==> config.mk <==
export PLATFORM = sky130hd
export DESIGN_NAME = maint_wrap_reg
export DESIGN_NICKNAME = d
export VERILOG_FILES = /design/src/rtl/maint_wrap_pkg.sv /design/src/rtl/mwr_rst_sync.sv /design/src/rtl/mwr_op_decode.sv /design/src/rtl/mwr_clk_step.sv /design/src/rtl/maint_wrap_reg.sv
export SDC_FILE = /design/constraint.sdc
export NUM_CORES = 1
export LEC_CHECK = 0
export BUFFER_PORTS_ARGS = -buffer_cell sky130_fd_sc_hd__buf_2
export CORE_MARGIN = 10
export CORE_UTILIZATION = 47
export CTS_BUF_LIST = sky130_fd_sc_hd__clkbuf_4
export CTS_CLUSTER_DIAMETER = 80
export DETAILED_ROUTE_END_ITERATION = 8
export MAX_ROUTING_LAYER = met4
export PLACE_DENSITY = 0.87
export REMOVE_ABC_BUFFERS = 1
export SETUP_SLACK_MARGIN = 0.02
export SYNTH_ARGS = -nofsm -noshare
export SYNTH_HDL_FRONTEND = slang
export SYNTH_SLANG_ARGS = --single-unit
==> constraint.sdc <==
create_clock -name clk -period 2 [get_ports clk]
set_clock_uncertainty 0.05 [all_clocks]
set_input_delay 0.4 -clock clk [delete_from_list [all_inputs] [get_ports clk]]
set_output_delay 0.4 -clock clk [all_outputs]
set_load 0.02 [all_outputs]
==> src/rtl/maint_wrap_pkg.sv <==
package maint_wrap_pkg;
  localparam int OP_W = 4;

  typedef enum logic [OP_W-1:0] {
    OP_NULL      = 4'd0,
    OP_INTCHG    = 4'd1,
    OP_EVEN_PAR  = 4'd2,
    OP_WRAP_FULL = 4'd3,
    OP_WRAP_PART = 4'd4,
    OP_WRAP_FWR  = 4'd5,
    OP_WRAP_FRD  = 4'd6,
    OP_CRIPPLE   = 4'd7,
    OP_NO_CRC    = 4'd8,
    OP_STICK5    = 4'd9,
    OP_EOR       = 4'd10,
    OP_BAD_PRE   = 4'd11
  } mop_e;

  localparam int NCTL = 7;

  typedef struct packed {
    logic eor_clr_go;
    logic bad_preamble;
    logic stick_bit5;
    logic no_crc_init;
    logic cripple;
    logic no_wclk;
    logic even_par;
  } fault_ctl_t;
endpackage

==> src/rtl/mwr_rst_sync.sv <==
module mwr_rst_sync #(
  parameter int STAGES = 2
) (
  input  logic clk,
  input  logic rst_n,
  output logic rst_s
);
  logic [STAGES-1:0] sync_q;

  always_ff @(posedge clk or negedge rst_n) begin
    if (!rst_n) sync_q <= '0;
    else        sync_q <= {sync_q[STAGES-2:0], 1'b1};
  end

  assign rst_s = sync_q[STAGES-1];
endmodule

==> src/rtl/mwr_op_decode.sv <==
module mwr_op_decode
  import maint_wrap_pkg::*;
(
  input  logic            mm_en,
  input  logic [OP_W-1:0] op,
  input  logic            go,
  output fault_ctl_t      ctl
);
  // code for each control, index order matches fault_ctl_t LSB first
  localparam logic [OP_W-1:0] CODE_OF [NCTL] = '{
    OP_EVEN_PAR, OP_WRAP_FRD, OP_CRIPPLE, OP_NO_CRC,
    OP_STICK5, OP_BAD_PRE, OP_EOR
  };
  localparam int EOR_IDX = NCTL - 1;

  logic [NCTL-1:0] hit;

  genvar i;
  generate
    for (i = 0; i < NCTL; i++) begin : g_dec
      if (i == EOR_IDX) begin : g_eor
        assign hit[i] = mm_en && go && (op == CODE_OF[i]);
      end else begin : g_plain
        assign hit[i] = mm_en && (op == CODE_OF[i]);
      end
    end
  endgenerate

  assign ctl = fault_ctl_t'(hit);
endmodule

==> src/rtl/mwr_clk_step.sv <==
module mwr_clk_step
  import maint_wrap_pkg::*;
(
  input  logic            mm_en,
  input  logic            go,
  input  logic [OP_W-1:0] op,
  input  logic            bus_wr,
  input  logic            rd_strobe,
  input  logic            mc_q,
  input  logic            wr_mc,
  output logic            mc_d,
  output logic            step
);
  logic wr_code, strobe_code;

  always_comb begin
    wr_code     = (op == OP_WRAP_PART) || (op == OP_WRAP_FWR) ||
                  (op == OP_WRAP_FRD);
    strobe_code = (op == OP_WRAP_FULL);
    step        = mm_en && go &&
                  ((wr_code && bus_wr) || (strobe_code && rd_strobe));
    if (step)        mc_d = ~mc_q;
    else if (bus_wr) mc_d = wr_mc;
    else             mc_d = mc_q;
  end
endmodule

==> src/rtl/maint_wrap_reg.sv <==
module maint_wrap_reg
  import maint_wrap_pkg::*;
#(
  parameter int MDF_W = 9
) (
  input  logic                      clk,
  input  logic                      rst_n,
  input  logic                      drv_clear,
  input  logic                      bus_wr,
  input  logic [MDF_W+6:0]          bus_wdata,
  input  logic                      go,
  input  logic                      rd_strobe,
  input  logic                      char_clk,
  input  logic                      cap_valid,
  input  logic [MDF_W-1:0]          cap_data,
  output logic [MDF_W+6:0]          rdata,
  output logic                      even_par,
  output logic                      no_wclk,
  output logic                      cripple,
  output logic                      no_crc_init,
  output logic                      stick_bit5,
  output logic                      bad_preamble,
  output logic                      eor_clr_go
);
  localparam int MM_BIT  = 0;
  localparam int OP_LSB  = 1;
  localparam int MC_BIT  = OP_LSB + OP_W;
  localparam int CC_BIT  = MC_BIT + 1;
  localparam int MDF_LSB = CC_BIT + 1;
  localparam int REG_W   = MDF_LSB + MDF_W;

  logic                  rst_s;
  logic                  mm_q, mm_d;
  logic [OP_W-1:0]       op_q, op_d;
  logic                  mc_q, mc_d, mc_step_d;
  logic [MDF_W-1:0]      mdf_q, mdf_d;
  logic                  cc_q;
  logic                  step;
  logic                  upd_en;
  logic                  unused_wr_cc;
  fault_ctl_t            ctl;

  assign unused_wr_cc = bus_wdata[CC_BIT];

  mwr_rst_sync #(.STAGES(2)) u_rst (
    .clk   (clk),
    .rst_n (rst_n),
    .rst_s (rst_s)
  );

  mwr_clk_step u_step (
    .mm_en     (mm_q),
    .go        (go),
    .op        (op_q),
    .bus_wr    (bus_wr),
    .rd_strobe (rd_strobe),
    .mc_q      (mc_q),
    .wr_mc     (bus_wdata[MC_BIT]),
    .mc_d      (mc_step_d),
    .step      (step)
  );

  // next state
  always_comb begin
    mm_d  = mm_q;
    op_d  = op_q;
    mdf_d = mdf_q;
    mc_d  = mc_step_d;
    if (bus_wr) begin
      mm_d  = bus_wdata[MM_BIT];
      op_d  = bus_wdata[MC_BIT-1:OP_LSB];
      mdf_d = bus_wdata[REG_W-1:MDF_LSB];
    end else if (cap_valid) begin
      mdf_d = cap_data;
    end
    if (drv_clear) begin
      mm_d  = 1'b0;
      op_d  = '0;
      mdf_d = '0;
      mc_d  = 1'b0;
    end
  end

  assign upd_en = drv_clear || bus_wr || cap_valid || step;

  always_ff @(posedge clk or negedge rst_s) begin
    if (!rst_s) begin
      mm_q  <= 1'b0;
      op_q  <= '0;
      mc_q  <= 1'b0;
      mdf_q <= '0;
    end else if (upd_en) begin
      mm_q  <= mm_d;
      op_q  <= op_d;
      mc_q  <= mc_d;
      mdf_q <= mdf_d;
    end
  end

  always_ff @(posedge clk or negedge rst_s) begin
    if (!rst_s) cc_q <= 1'b0;
    else        cc_q <= char_clk;
  end

  assign rdata = {mdf_q, cc_q, mc_q, op_q, mm_q};

  mwr_op_decode u_dec (
    .mm_en (mm_q),
    .op    (op_q),
    .go    (go),
    .ctl   (ctl)
  );

  assign even_par     = ctl.even_par;
  assign no_wclk      = ctl.no_wclk;
  assign cripple      = ctl.cripple;
  assign no_crc_init  = ctl.no_crc_init;
  assign stick_bit5   = ctl.stick_bit5;
  assign bad_preamble = ctl.bad_preamble;
  assign eor_clr_go   = ctl.eor_clr_go;
endmodule

==> results.yml <==
final_layout:
  final_common_cell: "buf_2"
  diodes: 0
  multi_input_area_um2: 412
  layout_common_cells: "54 x buf_2, 32 x nor2_1, 18 x dfrtp_1, 15 x mux2i_1, 9 x a21oi_1"
  final_nets: 183
  drive_gt1_share_pct: 41.2
  stdcell_area_um2: 1200
  num-fill-cells: 147
  area.sequential_um2: 450
  syn2layout_area_growth_pct: 32.1
logic_synthesis:
  synth_fa_ha_area_share_pct: 0
  yosysTopAreaCell: "dfrtp_1"
  ys_ff_latch: 18
  synth_top_family_by_area: "simple AND/OR/NAND/NOR gates"
  synth_area_um2: 911
  ys_warn_count: 0
  yosysTopAreaCellShare_pct: 49.5
  synth_simple_gate_area_share_pct: 21.0
  yosysSeqAreaShare_pct: 49.5
  netlist_instances: 98
  synth-compound-area-share_pct: 5.63
  synth_xor_xnor_area_share_pct: 0
  netlist_top_cells_area: "dfrtp_1 49%, mux2i_1 16%, nor2_1 13%, a21oi_1 4.9%, buf_4 2.5%"
  ys_types: 18
  synth_area_per_cell_um2: 9.29
  synthMuxAreaShare_pct: 18.1
pwr:
  ir_drop_v: 0.000515
  clkPwrFrac_pct: 22.7
  switching_power_mw: 0.198
  intPower_mw: 0.521
  p_leak_nw: 0.684
  p_sw_share_pct: 27.6
  combPwrFrac_pct: 20.7
  pwr_density_cell_nw_per_um2: 598
  seq_power_share_pct: 56.6
die:
  die-area_um2: 4100
  core.rowCount: 15
  io_pins: 56
  core_um2: 1780
  die_y_um: 64.0
  dieWidth_um: 64.0
  start_util_pct: 51.1
clock_network:
  htree_levels: 1
  root_buffer: "clkbuf_4"
  cts_num_sinks: 18
  insertion_delay_ns: 0.28
  cts_tree: "done"
  path_clk_slew_ns: 0.08
  cts_buffer_depth: 2
  numCtsBuffers: 3
critical_path:
  path_class: "register to primary output"
  start_kind: "register"
  r2r_setup_slack_ns: 0.56
  end_kind: "primary output"
  arrival_ns: 1.31
  cp_max_fo: 7
  cp.required_ns: 1.55
route:
  drt_drc_violations_left: 0
  vias: 868
  firstDrtPassIters: 4
  drt_wl_total_mm: 2.41
  drtAntennaViolNets: 0
  wire_per_inst_um: 13.9
  first_iter_violations: 25
  vias_per_cell: 5.02
timing:
  min_period_ns: 1.76
  max_slew_margin_pct: 59.8
  worst_pin_slew_ns: 0.603
  rsz0062_at_grt: "false"
  min_period_over_period_pct: 87.8
  fin_setup_tns_ns: 0
  hold_viol: 0
  setup_viol: 0
  fmax_mhz: 570
  final-max-slew-violation-count: 0
  setup_slack_ns: 0.244
global_routing:
  first_global_vias: 869
  grt_usage_pct: 11.9
  grt_max_degree: 19
  grt_pass1_wl_mm: 3.89
  antenna_found_initial: 0
  overflow: 0
min_path:
  hold_class: "primary input to register"
placement:
  pre_cts_ws_ns: 0.547
  portBuffers: 54
  dpl_cell_area_um2: 1170
  place_congestion: 0.767
  place.detailed.hpwl_mm: 1.98
run:
  maxCapViolCount: 0
run_status:
  status: "finished clean"
==> synthesized netlist by cell type <==
cell type and count:
a31oi_1 1, dfrtp_1 18, nor3_2 1, buf_2 3, clkbuf_1 3, nand3_1 1, nor2_1 32, and4b_1 1
mux2_4 1, buf_4 3, and3_2 1, nand2b_1 1, a21oi_1 9, conb_1 1, nor4_1 1, nand2_1 5
mux2i_1 15, nand3b_1 1
==> state kept, by name, summed over array words and instances (netlist names) <==
signal and cells:
mm_q 1, mc_q 1, op_q 4, cc_q 1
u_rst.sync_q 2, mdf_q 9
==> power groups by stage <==
stage / Combinational (mW) / Clock (mW) / Sequential, mW
2_1_floorplan: 0.0482 / 0 / 0.436
3_3_place_gp: 0.145 / 0 / 0.413
3_5_place_dp: 0.149 / 0 / 0.415
4_1_cts: 0.151 / 0.170 / 0.408
5_1_grt: 0.165 / 0.185 / 0.413
6_report: 0.149 / 0.163 / 0.408
==> kinds of logic after synthesis <==
| family | Yosys count |
|---|---|
| compound gates | 10 |
| buf+inv | 9 |
| flops | 18 |
| mux | 16 |
| other cells | 1 |
| simple gates | 44 |
==> final timing paths <==
check                                 from  endpoint  cells past startpoint
max                                op_q[1]   cripple                      4
min                               char_clk      cc_q                      1
max reg2reg                        op_q[2]      mc_q                      4
min reg2reg                u_rst.sync_q[1]  mdf_q[0]                      0
max in group asynchronous  u_rst.sync_q[1]   op_q[1]                      0
min in group asynchronous  u_rst.sync_q[1]  mdf_q[0]                      0
==> per-layer routing <==
| metal | share of wire, % | global-route usage [%] | vias to the layer above |
|---|---|---|---|
| li1 | - | - | 423 |
| met1 | 36 | 10.4 | 399 |
| met2 | 50 | 20.6 | 38 |
| met3 | 10 | 6.45 | 8 |
| met4 | 3.4 | 4.92 | 0 |
| met5 | 0 | - | - |
==> per-stage QoR <==
| stage | hold slack, ns | total power [mW] | instances | util [%] |
|---|---|---|---|---|
| 2_1_floorplan | 0.0544 | 0.485 | 89 | - |
| 3_3_place_gp | 0.135 | 0.558 | 169 | 65.7 |
| 3_5_place_dp | 0.136 | 0.564 | 169 | 65.7 |
| 4_1_cts | 0.163 | 0.729 | 173 | 67.5 |
| 5_1_grt | 0.146 | 0.762 | 173 | 67.5 |
| 6_report | 0.173 | 0.720 | 173 | 67.5 |
==> worst max-delay path, stage by stage (launching register included) <==
cell and delay (ns):
dfrtp_1 0.44, nand2_1 0.12, nor2_1 0.14, and3_2 0.18
buf_2 0.15
==> repair_timing <==
item,4_1_cts,5_1_grt
hold endpoints to repair,2,0
resized for setup,0,0
hold buffers,1,0
buffers inserted,0,0
==> area by class of cell <==
cell class                      count  area share [%]
Sequential cell                    18            37.4
Timing Repair Buffer               56            23.9
Tap cell                           25            2.60
Clock buffer                        3            1.87
Multi-Input combinational cell     71            34.2
Note: power is estimated with default switching activity, not from simulation.
